## src/rtl/hz_pkg.sv

```systemverilog
package hz_pkg;

  // Operand source for an execute-stage operand.
  typedef enum logic [1:0] {
    FWD_RF  = 2'b00,
    FWD_MEM = 2'b01,
    FWD_WB  = 2'b10
  } fwd_sel_e;

endpackage

```

## src/rtl/hz_stage_track.sv

```systemverilog
module hz_stage_track #(
  parameter int REG_W = 5
) (
  input  logic             clk,
  input  logic             rst_n,
  input  logic             id_valid,
  input  logic [REG_W-1:0] id_rs,
  input  logic [REG_W-1:0] id_rt,
  input  logic [REG_W-1:0] id_rd,
  input  logic             id_wen,
  input  logic             id_load,
  input  logic             insert_bubble,
  output logic             ex_v,
  output logic             ex_wen,
  output logic             ex_load,
  output logic [REG_W-1:0] ex_rd,
  output logic [REG_W-1:0] ex_rs,
  output logic [REG_W-1:0] ex_rt,
  output logic             mem_v,
  output logic             mem_wen,
  output logic             mem_load,
  output logic [REG_W-1:0] mem_rd,
  output logic             wb_v,
  output logic             wb_wen,
  output logic [REG_W-1:0] wb_rd
);

  // An instruction enters execute only when decode is valid and not held.
  logic advance_into_ex;
  assign advance_into_ex = id_valid && !insert_bubble;

  always_ff @(posedge clk) begin
    if (!rst_n) begin
      ex_v    <= 1'b0;
      ex_wen  <= 1'b0;
      ex_load <= 1'b0;
      ex_rd   <= '0;
      ex_rs   <= '0;
      ex_rt   <= '0;
      mem_v   <= 1'b0;
      mem_wen <= 1'b0;
      mem_load<= 1'b0;
      mem_rd  <= '0;
      wb_v    <= 1'b0;
      wb_wen  <= 1'b0;
      wb_rd   <= '0;
    end else begin
      wb_v     <= mem_v;
      wb_wen   <= mem_wen;
      wb_rd    <= mem_rd;
      mem_v    <= ex_v;
      mem_wen  <= ex_wen;
      mem_load <= ex_load;
      mem_rd   <= ex_rd;
      ex_v     <= advance_into_ex;
      ex_wen   <= advance_into_ex && id_wen;
      ex_load  <= advance_into_ex && id_load;
      ex_rd    <= advance_into_ex ? id_rd : '0;
      ex_rs    <= advance_into_ex ? id_rs : '0;
      ex_rt    <= advance_into_ex ? id_rt : '0;
    end
  end


  bubble_empties_ex_chk: assert property (@(posedge clk) disable iff (!rst_n)
    insert_bubble |=> !ex_v);


  empty_after_reset_chk: assert property (@(posedge clk)
    !rst_n |=> (!ex_v && !mem_v && !wb_v));

endmodule

```

## src/rtl/hz_detect.sv

```systemverilog
module hz_detect #(
  parameter int REG_W    = 5,
  parameter bit FWD_MODE = 1'b0
) (
  input  logic             clk,
  input  logic             rst_n,
  input  logic             id_valid,
  input  logic             id_branch,
  input  logic [REG_W-1:0] id_rs,
  input  logic [REG_W-1:0] id_rt,
  input  logic             ex_v,
  input  logic             ex_wen,
  input  logic             ex_load,
  input  logic [REG_W-1:0] ex_rd,
  input  logic             mem_v,
  input  logic             mem_wen,
  input  logic             mem_load,
  input  logic [REG_W-1:0] mem_rd,
  output logic             stall
);

  // A producer is a dependence only if it is real, writes, and the
  // register is not the hard-wired zero register.
  function automatic logic reg_hit(input logic v, input logic we,
                                   input logic [REG_W-1:0] dst,
                                   input logic [REG_W-1:0] src);
    return v && we && (src != '0) && (dst == src);
  endfunction

  // Named dependence events.
  logic dep_ex, dep_mem, dep_ex_load, dep_mem_load;
  assign dep_ex       = reg_hit(ex_v, ex_wen, ex_rd, id_rs) ||
                        reg_hit(ex_v, ex_wen, ex_rd, id_rt);
  assign dep_mem      = reg_hit(mem_v, mem_wen, mem_rd, id_rs) ||
                        reg_hit(mem_v, mem_wen, mem_rd, id_rt);
  assign dep_ex_load  = dep_ex && ex_load;
  assign dep_mem_load = dep_mem && mem_load;

  logic plain_stall, fwd_stall;
  assign plain_stall = id_valid && (dep_ex || dep_mem);
  assign fwd_stall   = id_valid && (id_branch ? (dep_ex || dep_mem_load)
                                              : dep_ex_load);

  generate
    if (FWD_MODE) begin : g_fwd
      assign stall = fwd_stall;


      alu_stall_only_on_load_chk: assert property (@(posedge clk) disable iff (!rst_n)
        (stall && !id_branch) |-> ex_load);


      load_use_single_cycle_chk: assert property (@(posedge clk) disable iff (!rst_n)
        (stall && !id_branch) |=> !(stall && !id_branch && ex_v));
    end else begin : g_plain
      assign stall = plain_stall;
    end
  endgenerate


  zero_sources_never_stall_chk: assert property (@(posedge clk) disable iff (!rst_n)
    (id_rs == '0 && id_rt == '0) |-> !stall);


  stall_needs_older_writer_chk: assert property (@(posedge clk) disable iff (!rst_n)
    stall |-> ((ex_v && ex_wen) || (mem_v && mem_wen)));

endmodule

```

## src/rtl/hz_forward.sv

```systemverilog
module hz_forward
  import hz_pkg::*;
#(
  parameter int REG_W    = 5,
  parameter bit FWD_MODE = 1'b0
) (
  input  logic             clk,
  input  logic             rst_n,
  input  logic             id_valid,
  input  logic             id_branch,
  input  logic [REG_W-1:0] id_rs,
  input  logic [REG_W-1:0] id_rt,
  input  logic             stall,
  input  logic [REG_W-1:0] ex_rs,
  input  logic [REG_W-1:0] ex_rt,
  input  logic             mem_v,
  input  logic             mem_wen,
  input  logic             mem_load,
  input  logic [REG_W-1:0] mem_rd,
  input  logic             wb_v,
  input  logic             wb_wen,
  input  logic [REG_W-1:0] wb_rd,
  output fwd_sel_e         ex_fwd_a,
  output fwd_sel_e         ex_fwd_b,
  output logic             br_fwd_a,
  output logic             br_fwd_b
);

  function automatic logic reg_hit(input logic v, input logic we,
                                   input logic [REG_W-1:0] dst,
                                   input logic [REG_W-1:0] src);
    return v && we && (src != '0) && (dst == src);
  endfunction

  // Nearest producer wins: memory stage before writeback stage.
  function automatic fwd_sel_e pick_source(input logic from_mem,
                                           input logic from_wb);
    if (from_mem)     return FWD_MEM;
    else if (from_wb) return FWD_WB;
    else              return FWD_RF;
  endfunction

  logic a_from_mem, a_from_wb, b_from_mem, b_from_wb;
  assign a_from_mem = reg_hit(mem_v, mem_wen, mem_rd, ex_rs);
  assign a_from_wb  = reg_hit(wb_v,  wb_wen,  wb_rd,  ex_rs);
  assign b_from_mem = reg_hit(mem_v, mem_wen, mem_rd, ex_rt);
  assign b_from_wb  = reg_hit(wb_v,  wb_wen,  wb_rd,  ex_rt);

  logic br_resolving;
  assign br_resolving = id_valid && id_branch && !stall;

  logic br_a_hit, br_b_hit;
  assign br_a_hit = br_resolving && reg_hit(mem_v, mem_wen, mem_rd, id_rs);
  assign br_b_hit = br_resolving && reg_hit(mem_v, mem_wen, mem_rd, id_rt);

  generate
    if (FWD_MODE) begin : g_fwd
      assign ex_fwd_a = pick_source(a_from_mem, a_from_wb);
      assign ex_fwd_b = pick_source(b_from_mem, b_from_wb);
      assign br_fwd_a = br_a_hit;
      assign br_fwd_b = br_b_hit;
    end else begin : g_plain
      assign ex_fwd_a = FWD_RF;
      assign ex_fwd_b = FWD_RF;
      assign br_fwd_a = 1'b0;
      assign br_fwd_b = 1'b0;
    end
  endgenerate


  mem_select_has_producer_chk: assert property (@(posedge clk) disable iff (!rst_n)
    (ex_fwd_a == FWD_MEM) |-> (mem_v && mem_wen && ex_rs != '0 && mem_rd == ex_rs));


  wb_select_has_producer_chk: assert property (@(posedge clk) disable iff (!rst_n)
    (ex_fwd_b == FWD_WB) |-> (wb_v && wb_wen && ex_rt != '0 && wb_rd == ex_rt));


  branch_never_takes_load_chk: assert property (@(posedge clk) disable iff (!rst_n)
    (br_fwd_a || br_fwd_b) |-> !mem_load);

endmodule

```

## src/rtl/hz_branch.sv

```systemverilog
module hz_branch #(
  parameter bit FWD_MODE = 1'b0
) (
  input  logic clk,
  input  logic rst_n,
  input  logic id_valid,
  input  logic id_branch,
  input  logic br_taken,
  input  logic stall,
  output logic fetch_hold,
  output logic ifid_flush,
  output logic pc_redirect
);

  // A branch resolves in the cycle it leaves decode.
  logic br_resolving;
  assign br_resolving = id_valid && id_branch && !stall;

  assign pc_redirect = br_resolving && br_taken;

  generate
    if (FWD_MODE) begin : g_delay_slot
      // The instruction fetched beside the branch is its delay slot.
      assign ifid_flush = 1'b0;
      assign fetch_hold = stall;
    end else begin : g_idle_fetch
      // The fetch slot beside a resolving branch is discarded; a not-taken
      // branch keeps the PC so the fall-through is fetched next cycle.
      assign ifid_flush = br_resolving;
      assign fetch_hold = stall || (br_resolving && !br_taken);
    end
  endgenerate


  no_flush_or_redirect_in_stall_chk: assert property (@(posedge clk) disable iff (!rst_n)
    stall |-> (!ifid_flush && !pc_redirect));


  redirect_needs_taken_branch_chk: assert property (@(posedge clk) disable iff (!rst_n)
    pc_redirect |-> (id_valid && id_branch && br_taken));


  hold_and_redirect_exclusive_chk: assert property (@(posedge clk) disable iff (!rst_n)
    !(fetch_hold && pc_redirect));

endmodule

```

## src/rtl/hazard_ctrl.sv

```systemverilog
module hazard_ctrl
  import hz_pkg::*;
#(
  parameter int NUM_REGS = 32,
  parameter bit FWD_MODE = 1'b0,
  localparam int REG_W   = $clog2(NUM_REGS)
) (
  input  logic             clk,
  input  logic             rst_n,
  input  logic             id_valid,
  input  logic [REG_W-1:0] id_rs,
  input  logic [REG_W-1:0] id_rt,
  input  logic [REG_W-1:0] id_rd,
  input  logic             id_wen,
  input  logic             id_load,
  input  logic             id_branch,
  input  logic             br_taken,
  output logic             fetch_hold,
  output logic             idex_bubble,
  output logic             ifid_flush,
  output logic             pc_redirect,
  output logic [1:0]       ex_fwd_a,
  output logic [1:0]       ex_fwd_b,
  output logic             br_fwd_a,
  output logic             br_fwd_b
);

  logic             stall;
  logic             ex_v, ex_wen, ex_load;
  logic [REG_W-1:0] ex_rd, ex_rs, ex_rt;
  logic             mem_v, mem_wen, mem_load;
  logic [REG_W-1:0] mem_rd;
  logic             wb_v, wb_wen;
  logic [REG_W-1:0] wb_rd;
  fwd_sel_e         sel_a, sel_b;

  hz_stage_track #(.REG_W(REG_W)) u_track (
    .clk(clk), .rst_n(rst_n),
    .id_valid(id_valid), .id_rs(id_rs), .id_rt(id_rt), .id_rd(id_rd),
    .id_wen(id_wen), .id_load(id_load), .insert_bubble(stall),
    .ex_v(ex_v), .ex_wen(ex_wen), .ex_load(ex_load),
    .ex_rd(ex_rd), .ex_rs(ex_rs), .ex_rt(ex_rt),
    .mem_v(mem_v), .mem_wen(mem_wen), .mem_load(mem_load), .mem_rd(mem_rd),
    .wb_v(wb_v), .wb_wen(wb_wen), .wb_rd(wb_rd)
  );

  hz_detect #(.REG_W(REG_W), .FWD_MODE(FWD_MODE)) u_detect (
    .clk(clk), .rst_n(rst_n),
    .id_valid(id_valid), .id_branch(id_branch), .id_rs(id_rs), .id_rt(id_rt),
    .ex_v(ex_v), .ex_wen(ex_wen), .ex_load(ex_load), .ex_rd(ex_rd),
    .mem_v(mem_v), .mem_wen(mem_wen), .mem_load(mem_load), .mem_rd(mem_rd),
    .stall(stall)
  );

  hz_forward #(.REG_W(REG_W), .FWD_MODE(FWD_MODE)) u_fwd (
    .clk(clk), .rst_n(rst_n),
    .id_valid(id_valid), .id_branch(id_branch), .id_rs(id_rs), .id_rt(id_rt),
    .stall(stall), .ex_rs(ex_rs), .ex_rt(ex_rt),
    .mem_v(mem_v), .mem_wen(mem_wen), .mem_load(mem_load), .mem_rd(mem_rd),
    .wb_v(wb_v), .wb_wen(wb_wen), .wb_rd(wb_rd),
    .ex_fwd_a(sel_a), .ex_fwd_b(sel_b),
    .br_fwd_a(br_fwd_a), .br_fwd_b(br_fwd_b)
  );

  hz_branch #(.FWD_MODE(FWD_MODE)) u_br (
    .clk(clk), .rst_n(rst_n),
    .id_valid(id_valid), .id_branch(id_branch), .br_taken(br_taken),
    .stall(stall),
    .fetch_hold(fetch_hold), .ifid_flush(ifid_flush), .pc_redirect(pc_redirect)
  );

  assign idex_bubble = stall;
  assign ex_fwd_a    = sel_a;
  assign ex_fwd_b    = sel_b;


  wb_writer_no_stall_chk: assert property (@(posedge clk) disable iff (!rst_n)
    (stall && wb_v) |-> ((ex_v && ex_wen) || (mem_v && mem_wen)));

endmodule

```

## config.mk

```make
export PLATFORM = sky130hd
export DESIGN_NAME = hazard_ctrl
export DESIGN_NICKNAME = d
export VERILOG_FILES = /design/src/rtl/hz_pkg.sv /design/src/rtl/hz_stage_track.sv /design/src/rtl/hz_detect.sv /design/src/rtl/hz_forward.sv /design/src/rtl/hz_branch.sv /design/src/rtl/hazard_ctrl.sv
export SDC_FILE = /design/constraint.sdc
export NUM_CORES = 1
export LEC_CHECK = 0
export BUFFER_PORTS_ARGS = -buffer_cell sky130_fd_sc_hd__buf_2
export CORE_MARGIN = 2
export CORE_UTILIZATION = 53
export CTS_CLUSTER_DIAMETER = 40
export DETAILED_ROUTE_END_ITERATION = 7
export PLACE_DENSITY = 0.79
export SLEW_MARGIN = 20
export SYNTH_ARGS = -nofsm -noshare
export SYNTH_HDL_FRONTEND = slang
export SYNTH_HIERARCHICAL = 1
export SYNTH_SLANG_ARGS = --single-unit
```

## constraint.sdc

```tcl
create_clock -name clk -period 2.4 [get_ports clk]
set_input_delay 0.36 -clock clk [delete_from_list [all_inputs] [get_ports clk]]
set_output_delay 0.36 -clock clk [all_outputs]
set_load 0.03 [all_outputs]
```

# Yosys cells after proc, flatten, opt, wreduce, memory -nomap -nowiden
# Cells that the tools add are included.
dict set report word_totals {
  wordCells 36
  input_bits 22
  reg_bits 14
  output_inout_bits 10
}
dict set report op_classes {
  n_reduce_logical 26
  eq_ne 4
}
# cell count
set ops {}
lappend ops {{5-bit equality test} 4}
lappend ops {{1-bit logical AND} 17}
lappend ops {{5-bit nonzero test} 2}
lappend ops {{1-bit logical OR} 4}
lappend ops {{1-bit zero test} 2}
lappend ops {{2-bit AND reduction} 1}

# Logic depth before layout (Yosys ltp)
# Gate-level depths: netlist (run 1).
dict set report logic_depth {
  word_depth 10
  depth_mapped 6
  ltp_nobuf 5
}

# By module
# The synthesis (run 1) kept the hierarchy.
# mod n_inst cells_each area_each_um2 seq_area_each_um2
set by_module_without_submodules {}
lappend by_module_without_submodules {hz_stage_track 1 71 980.9 660.6}
lappend by_module_without_submodules {hz_detect 1 37 275.3 0.0}
lappend by_module_without_submodules {hz_forward 1 7 48.8 0.0}
lappend by_module_without_submodules {hz_branch 1 4 30.0 0.0}

# Least setup slack after synthesis (run 1)
# OpenSTA, ideal clock, no wires.
dict set report synth_timing {
  path_kind {in2out}
  start {in id_rs[3]}
  end {out fetch_hold}
  required_ps 2040
  slack_ps -135
  path_buffers 0
  arrival_ps 2175
  stages 5
  cell_sequence {xor2_1 -> nor4_2 -> a22oi_1 -> o22ai_1 -> o21bai_1}
}
dict set report synth_via {
  elab_chain_cells 10
  word_cells_on_any_way 15
  classes_between {eq/ne (2); reduce/logical (13)}
}
# item line_no
set synth_lines {}
lappend synth_lines {{start, declared} hazard_ctrl.sv:11} ;# input logic [REG_W-1:0] id_rs,
lappend synth_lines {{5-bit nonzero test} --}
lappend synth_lines {{1-bit logical AND, on equally long branches (2 in series)} --}
lappend synth_lines {{1-bit logical OR, on equally long branches} {hz_detect.sv:32, hz_detect.sv:34}}
lappend synth_lines {{1-bit logical OR (*)} hz_detect.sv:40} ;# assign plain_stall = id_valid && (dep_ex || dep_mem);
lappend synth_lines {{1-bit logical AND (*)} hz_detect.sv:40}
lappend synth_lines {{named net idex_bubble} hazard_ctrl.sv:19} ;# output logic idex_bubble,
lappend synth_lines {{1-bit zero test} hz_branch.sv:17} ;# assign br_resolving = id_valid && id_branch && !stall;
lappend synth_lines {{1-bit logical AND} hz_branch.sv:17}
lappend synth_lines {{1-bit logical AND} hz_branch.sv:30} ;# assign fetch_hold = stall || (br_resolving && !br_taken);
lappend synth_lines {{1-bit logical OR (*)} hz_branch.sv:30}
lappend synth_lines {{end, declared} hazard_ctrl.sv:18} ;# output logic fetch_hold,
# Mark *: on every way through the listed nets, which the timed path passes. The rest lies on a longest branch.

# Worst setup path in the final report (run 1)
dict set report layout_timing {
  start {reg u_track.mem_rd[3]}
  end {out fetch_hold}
}
dict set report layout_via {
  elab_chain_cells 9
  word_cells_on_any_way 11
  classes_between {eq/ne (2); reduce/logical (9)}
}
# item line_no
set layout_lines {}
lappend layout_lines {{start, declared} hz_stage_track.sv:22} ;# output logic [REG_W-1:0] mem_rd,
lappend layout_lines {{start signal, assigned} hz_stage_track.sv:54} ;# mem_rd <= ex_rd;
lappend layout_lines {{5-bit equality test} --}
lappend layout_lines {{1-bit logical AND} --}
lappend layout_lines {{1-bit logical OR (*)} hz_detect.sv:34} ;# assign dep_mem = reg_hit(mem_v, mem_wen, mem_rd, id_rs) ||
lappend layout_lines {{1-bit logical OR (*)} hz_detect.sv:40}
lappend layout_lines {{1-bit logical AND (*)} hz_detect.sv:40}
lappend layout_lines {{1-bit zero test} hz_branch.sv:17}
lappend layout_lines {{1-bit logical AND} hz_branch.sv:17}
lappend layout_lines {{1-bit logical AND} hz_branch.sv:30}
lappend layout_lines {{1-bit logical OR (*)} hz_branch.sv:30}
# Every way passes the cells marked *; elsewhere a longest branch is shown, timed or not.

==> results of run 1 <==
[worst min-delay path by stage]
stage	cells past startpoint	from	slack (ps)	end
finish	2	id_rd[3]	360	u_track/ex_rd[3]
global route	2	id_rd[3]	340	u_track/ex_rd[3]
CTS	2	id_rd[3]	350	u_track/ex_rd[3]
detailed placement	1	u_track/ex_v	450	u_track/mem_v
global placement	1	u_track/ex_v	440	u_track/mem_v
floorplan	1	u_track/ex_wen	430	u_track/mem_wen
[sequential cells by signal, indices dropped and copies added (netlist names)]
| signal | flops |
|---|---|
| u_track/mem_v | 1 |
| u_track/ex_wen | 1 |
| u_track/ex_rd | 5 |
| u_track/mem_wen | 1 |
| u_track/ex_v | 1 |
| u_track/mem_rd | 5 |
[layer usage]
layer | GRT usage [%] | vias up | wire, um
met5 | 0 | - | 0
met4 | 11.25 | 0 | 36
met3 | 1.724 | 4 | 125
met2 | 31.69 | 36 | 753
met1 | 19.26 | 292 | 584
li1 | - | 310 | -
[what timing repair did]
action / CTS / global route
gates resized for setup: 0 / 2
setup endpoints to repair: 0 / 1
hold endpoints to repair: 0 / 0
setup buffers: 0 / 2
[power breakdown]
group	leakage [nW]	switching [mW]	internal, mW	total (mW)
Clock	0.0138	0.0634	0.0581	0.121
Combinational	0.326	0.0498	0.0333	0.0831
Sequential	0.115	0.00653	0.241	0.247
Total	0.454	0.120	0.332	0.452
[worst max-delay path, stage by stage (launching register included)]
cell and delay, ps:
dfxtp_1 330, xor2_1 140, nor4_1 320, a22oi_1 170, o22ai_4 290, o21bai_1 150, buf_2 210
[metrics by stage]
| stage | cell area (um^2) | instances | worst slack, ps | utilization [%] |
|---|---|---|---|---|
| floorplan | 814.5 | 86 | 259.8 | - |
| global placement | 868.3 | 114 | 196.0 | 64.32 |
| detailed placement | 868.3 | 114 | 163.2 | 64.32 |
| CTS | 890.9 | 117 | 57.39 | 65.99 |
| global route | 917.1 | 119 | 52.63 | 67.93 |
| finish | 917.1 | 119 | 168.4 | 67.93 |
[area by class of cell]
class	instances	area [um^2]
multi-input combinational	61	462.9
sequential	14	280.3
fill	105	432.9
timing repair buffer	26	132.6
tap	15	18.77
clock buffer	3	22.52
==> run_results.csv, run 1 <==
group,metric,value,unit
power,p_per_area,492.5,nW/um^2
global_route,track_usage,17.58,%
drt,post_drt_wl_per_cell,12.60,um
drt,routed_wl,1499,um
worst_hold_path,hp-class,"in -> reg",
sta,whs,356.2,ps
place,dpl.hpwl,1197,um
global_route,antenna_found_initial,0,
sta,rsz0062_at_grt,"no",
drt,drc,0,
drt,drtIter0Drc,6,
floorplanning,die_y,42.60,um
sta,finalSetupViolCount,0,
cts,h-tree-depth,1,
yosys,yosys_warnings,6,
setup_path,cp-start-kind,"flip-flop",
drt,viasPerCell,5.395,
sta,skew,2.809,ps
setup_path,r2r_slack,630,ps
setup_path,worstSetupEndpointType,"primary output",
global_route,grt_pass1_vias,572,
drt,route.antenna.remaining_nets,0,
floorplanning,rows,13,
global_route,grt_max_degree,15,
finish,area_delta_synth_final,16.16,%
finish,layout.nets,128,
setup_path,timing.rr.start,"u_track/mem_rd[3]",
cts,tritoncts,"yes",
setup_path,reg2reg_depth,6,
sta,finalMaxSlewViolations,0,
drt,drt_first_pass_iters,4,
sta,finalCriticalPeriod,2232,ps
setup_path,critical_path_class,"reg -> out",
yosys,syn_area,789.5,um^2
power,ir_drop,0.3149,mV
cts,clockBufferDepth,2,
cts,clock-sinks,14,
run,maxCapViolations,0,
finish,final_cell_mix,"buf_2 (24), xor2_1 (20), dfxtp_1 (14)",
floorplanning,initial_core_util,58.48,%
power,total_power,451.7,uW
yosys,syn_area_per_cell,9.747,um^2
finish,final_common_cell,"buf_2",
global_route,overflow,0,
cts,cts_hold_buf,0,
cts,cts_buffers,3,
drt,vias,642,
yosys,syn_inst,81,
finish,drive_gt1_share,34.62,%
sta,fmaxAchievable,448.1,MHz
finish,antenna_cells,0,
sta,setup-tns-final,0,ps
setup_path,endpoint,"fetch_hold",
setup_path,arrival,1870,ps
sta,finalCritPeriodShare,92.98,%
floorplanning,pin_count,32,
setup_path,cp_data_required_time,2040,ps
run_status,status,"complete, no violations",
power,p_leak,0.4543,nW
sta,hold_viol,0,
global_route,grt_first_pass_wirelength,2346,um
cts,clk_pin_slew,70,ps
setup_path,r2r-end,"u_track/ex_wen",
place,portBuffers,24,
floorplanning,dieArea,1814,um^2
floorplanning,die_x,42.60,um
setup_path,cp-startpoint,"u_track/mem_rd[3]",
cts,cts_root_buf,"clkbuf_4",
floorplanning,core,1350,um^2
setup_path,cp_max_fo,6,
place,gp_congestion,0.8253,
cts,worstSkewPairLatency,270,ps
Note: power is estimated with default switching activity, not from simulation.
==> inputs of run 2 (changes only) <==
--- a/config.mk
+++ b/config.mk
@@ -11,6 +11,7 @@
 export CTS_CLUSTER_DIAMETER = 40
 export DETAILED_ROUTE_END_ITERATION = 7
 export PLACE_DENSITY = 0.79
+export SKIP_CTS_REPAIR_TIMING = 1
 export SLEW_MARGIN = 20
 export SYNTH_ARGS = -nofsm -noshare
 export SYNTH_HDL_FRONTEND = slang
==> constraint.sdc (replaced) <==
create_clock -name clk -period 2.1 [get_ports clk]
set_input_delay 0.315 -clock clk [delete_from_list [all_inputs] [get_ports clk]]
set_output_delay 0.315 -clock clk [all_outputs]
set_load 0.03 [all_outputs]
==> run_results.csv, run 2 (synthesized netlist as in run 1, its figures left out) <==
group,metric,value,unit
sta,finalCriticalPeriod,2121,ps
finish,final_cell_mix,"buf_2 (21), xor2_1 (17), dfxtp_1 (9)",
setup_path,critical_path_class,"reg -> out",
cts,cts_buffers,3,
floorplanning,initial_core_util,58.48,%
global_route,grt_pass1_vias,629,
sta,finalCritPeriodShare,101.0,%
global_route,top_usage_layer,"met2",
power,ir_drop,0.4136,mV
drt,post_drt_wl_per_cell,13.25,um
floorplanning,pin_count,32,
power,total_power,525.2,uW
finish,antenna_cells,0,
sta,skew,1.923,ps
finish,area_delta_synth_final,22.35,%
setup_path,critPathSlowestCell,"dfxtp_2",
global_route,overflow,0,
place,placed_cell_area,875.8,um^2
cts,h-tree-depth,1,
drt,drc,0,
global_route,grt_max_degree,15,
place,gp_congestion,0.8030,
power,p_per_area,543.7,nW/um^2
floorplanning,die_x,42.60,um
floorplanning,dieArea,1814,um^2
global_route,antenna_found_initial,0,
setup_path,reg2reg_depth,7,
worst_hold_path,hp-class,"in -> reg",
run_status,status,"finished with violations",
global_route,met3_usage,2.155,%
drt,routed_wl,1590,um
setup_path,cp_data_required_time,1780,ps
cts,clk_pin_slew,70,ps
finish,reg_top3,"u_track/ex_rd (5), u_track/mem_rd (5)",
drt,drt_first_pass_iters,4,
floorplanning,die_y,42.60,um
drt,vias,618,
cts,clock-sinks,14,
setup_path,endpoint,"fetch_hold",
run,maxCapViolations,0,
setup_path,r2r-end,"u_track/ex_wen",
drt,drtIter0Drc,5,
sta,hold_viol,0,
global_route,grt.met1_usage,19.31,%
sta,fmaxAchievable,471.4,MHz
global_route,track_usage,17.96,%
sta,finalSetupViolCount,1,
setup_path,cp_max_fo,7,
finish,final_common_cell,"buf_2",
finish,instances_no_fill,120,
global_route,grt_first_pass_wirelength,2477,um
cts,tritoncts,"yes",
finish,design_area,965.9,um^2
drt,route.antenna.remaining_nets,0,
finish,drive_gt1_share,43.81,%
setup_path,cp-startpoint,"u_track/ex_rd[3]",
setup_path,worstSetupEndpointType,"primary output",
setup_path,timing.rr.start,"u_track/ex_rd[3]",
run_status,violations,"setup timing",
setup_path,r2r_slack,410,ps
sta,setup_ws,-21.48,ps
cts,cts_root_buf,"clkbuf_4",
place,portBuffers,24,
global_route,grt_util_met2,33.85,%
setup_path,arrival,1810,ps
floorplanning,rows,13,
finish,layout.nets,129,
drt,viasPerCell,5.150,
cts,worstSkewPairLatency,260,ps
power,p_leak,0.4684,nW
cts,clockBufferDepth,2,
floorplanning,core,1350,um^2
place,dp_cells,115,
place,dpl.hpwl,1235,um
sta,whs,315.2,ps
setup_path,max_stage_delay,350,ps
setup_path,path_cells,"xor2_1 -> nor4_2 -> a22oi_1 -> o22ai_2 -> buf_6 -> o21bai_1 -> buf_4",
sta,finalMaxSlewViolations,0,
setup_path,cp-start-kind,"flip-flop",
sta,rsz0062_at_grt,"yes",
finish,utilization,71.55,%
run 2: cell count changes in the layout (fill, tap and decap cells not counted), moves of 3 or more:
| cell | before | now |
|---|---|---|
| buf_2 | 24 | 21 |
| buf_4 | 1 | 5 |
| xor2_2 | 0 | 3 |
| dfxtp_2 | 0 | 5 |
| xor2_1 | 20 | 17 |
| dfxtp_1 | 14 | 9 |
run 2: through the flow:
stage	setup slack, ps	setup TNS [ps]
6_report	-21.48	-21.48
5_1_grt	-82.06	-158.6
4_1_cts	-196.5	-500.3
3_5_place_dp	-11.01	-11.01
3_3_place_gp	37.02	0
2_1_floorplan	49.78	0
run 2: per-layer routing:
layer	routed length (um)	part of all wire, %
met1	616	39
met2	869	55
met3	105	6.6
met4	0	0
met5	0	0
run 2: cell type report:
class                      count  area, um^2
timing repair buffer          27       153.9
tap                           15       18.77
fill                         101       384.1
sequential                    14       286.5
clock buffer                   3       22.52
multi-input combinational     61       484.2
run 2: how the worst min path moves through the flow:
stage                         startpoint               end  slack, ps  cells past startpoint
after global placement      u_track/ex_v     u_track/mem_v        440                      1
final                           id_rd[3]  u_track/ex_rd[3]        320                      2
after detailed placement  u_track/ex_wen   u_track/mem_wen        460                      1
after floorplan           u_track/ex_wen   u_track/mem_wen        430                      1
after CTS                       id_rd[3]  u_track/ex_rd[3]        310                      2
after global routing            id_rd[3]  u_track/ex_rd[3]        320                      2
run 2: where the power goes:
| group | switching [mW] | internal, mW |
|---|---|---|
| Sequential | 0.00879 | 0.276 |
| Combinational | 0.0595 | 0.0413 |
| Clock | 0.0738 | 0.0662 |
run 2: worst max-delay path, delay by kind of cell (launching register included):
| family | cells | cell delay (ps) |
|---|---|---|
| DFF | 1 | 350 |
| xor gates and xnor gates | 1 | 160 |
| AOI/OAI and AO/OA | 3 | 420 |
| and+or+nand+nor | 1 | 300 |
| buffers and inverters | 2 | 320 |
==> inputs of run 3 (changes only) <==
--- a/config.mk
+++ b/config.mk
@@ -6,11 +6,12 @@
 export NUM_CORES = 1
 export LEC_CHECK = 0
 export BUFFER_PORTS_ARGS = -buffer_cell sky130_fd_sc_hd__buf_2
-export CORE_MARGIN = 2
+export CORE_MARGIN = 8
 export CORE_UTILIZATION = 53
 export CTS_CLUSTER_DIAMETER = 40
 export DETAILED_ROUTE_END_ITERATION = 7
 export PLACE_DENSITY = 0.79
+export SETUP_SLACK_MARGIN = 0.3
 export SKIP_CTS_REPAIR_TIMING = 1
 export SLEW_MARGIN = 20
 export SYNTH_ARGS = -nofsm -noshare
==> run_results.csv, run 3 (synthesized netlist as in run 1, its figures left out) <==
group,metric,value,unit
floorplanning,core,1454,um^2
drt,vias,624,
drt,drtIter0Drc,3,
setup_path,cp_data_required_time,1780,ps
power,p_leak,0.4802,nW
finish,layout.nets,130,
setup_path,critPathSlowestCell,"nor4_1",
setup_path,crit_top_cell,"buf_6",
floorplanning,initial_core_util,54.30,%
sta,skew,0.4823,ps
drt,route.antenna.remaining_nets,0,
setup_path,cp-start-kind,"flip-flop",
cts,clock-sinks,14,
finish,fill_cells,113,
sta,fmaxAchievable,465.4,MHz
global_route,grt.met1_usage,12.32,%
worst_hold_path,hp-class,"in -> reg",
global_route,track_usage,11.98,%
global_route,top_usage_layer,"met2",
run,maxCapViolations,0,
finish,final_cell_mix,"buf_2 (20), xor2_1 (20), dfxtp_1 (12)",
sta,finalSetupViolCount,4,
floorplanning,die_x,54.60,um
power,p_per_area,522.4,nW/um^2
finish,area_delta_synth_final,28.05,%
finish,instances_no_fill,122,
sta,finalMaxSlewViolations,0,
global_route,grt_max_degree,15,
power,total_power,528.1,uW
setup_path,crit_cells,7,
setup_path,cp-startpoint,"u_track/ex_rd[0]",
drt,routed_wl,1785,um
sta,setup-tns-final,-151.5,ps
place,placed_cell_area,915.9,um^2
sta,rsz0062_at_grt,"yes",
setup_path,cp_max_fo,4,
finish,antenna_cells,0,
drt,drc,0,
sta,finalCritPeriodShare,102.3,%
setup_path,timing.rr.start,"u_track/ex_rd[0]",
run_status,status,"finished with violations",
setup_path,arrival,1830,ps
worst_hold_path,hold_depth,2,
floorplanning,dieArea,2981,um^2
cts,tritoncts,"yes",
global_route,overflow,0,
floorplanning,pin_count,32,
cts,clockBufferDepth,2,
place,gp_congestion,0.8537,
cts,clk_pin_slew,70,ps
finish,design_area,1011,um^2
drt,viasPerCell,5.115,
place,portBuffers,24,
place,dpl.hpwl,1393,um
global_route,grt_util_met2,18.87,%
sta,finalCriticalPeriod,2149,ps
sta,setup_ws,-48.77,ps
setup_path,critical_path_class,"reg -> out",
global_route,grt_pass1_vias,626,
sta,hold_viol,0,
setup_path,path_cells,"xor2_1 -> nor4_1 -> a22oi_2 -> o22ai_4 -> buf_6 -> nor2_2 -> buf_6",
cts,cts_buffers,3,
setup_path,crit_family,"simple AND/OR/NAND/NOR gates",
finish,utilization,69.54,%
power,ir_drop,0.3816,mV
setup_path,worstSetupEndpointType,"primary output",
cts,h-tree-depth,1,
drt,post_drt_wl_per_cell,14.63,um
worst_hold_path,hold_start,"id_rd[0]",
finish,drive_gt1_share,45.28,%
floorplanning,die_y,54.60,um
finish,reg_top3,"u_track/ex_rd (5), u_track/mem_rd (5)",
global_route,grt_first_pass_wirelength,2504,um
drt,drt_first_pass_iters,4,
global_route,met3_usage,3.533,%
setup_path,reg2reg_depth,8,
cts,cts_root_buf,"clkbuf_4",
cts,worstSkewPairLatency,260,ps
setup_path,crit_buf_inv,2,
global_route,antenna_found_initial,0,
floorplanning,rows,14,
place,dp_cells,116,
setup_path,max_stage_delay,380,ps
run_status,violations,"setup timing",
==> run 3: cell types whose count changed in the layout (fill, tap and decap cells not counted), sizes merged <==
| cell | change |
|---|---|
| buf | +1 |
==> run 3: stage by stage <==
stage / setup slack [ps] / hold slack, ps
floorplan: 229.2 / 434.8
finish: -48.77 / 320.2
CTS: -228.8 / 303.3
global route: -139.6 / 305.8
detailed placement: -55.04 / 444.5
global placement: -6.391 / 441.9
==> run 3: path summary, 6_finish.rpt <==
path,slack (ps),endpoint
worst min-delay path,320,u_track/ex_rd[0]
worst min register to register,460,u_track/mem_wen
worst max-delay path,-50,ifid_flush
worst max register to register,200,u_track/ex_wen
==> run 3: metal layers <==
layer | up-vias | routed length, um | share of wire, %
met1 | 280 | 655 | 37
met3 | 4 | 191 | 11
li1 | 312 | - | -
met4 | 0 | 49 | 2.7
met5 | - | 0 | 0
met2 | 28 | 888 | 50
==> run 3: power by group <==
part           internal, mW  leakage [nW]  switching, mW
Sequential            0.275         0.115        0.00773
Clock                0.0663        0.0138         0.0714
Combinational        0.0443         0.351         0.0632
Total                 0.386         0.480          0.142
==> run 3: area by class of cell <==
| class | count | area (um^2) | area share, % |
|---|---|---|---|
| Tap cell | 16 | 20.02 | 1.980 |
| Multi-Input combinational cell | 61 | 510.5 | 50.50 |
| Timing Repair Buffer | 28 | 175.2 | 17.33 |
| Sequential cell | 14 | 282.8 | 27.97 |
| Clock buffer | 3 | 22.52 | 2.228 |
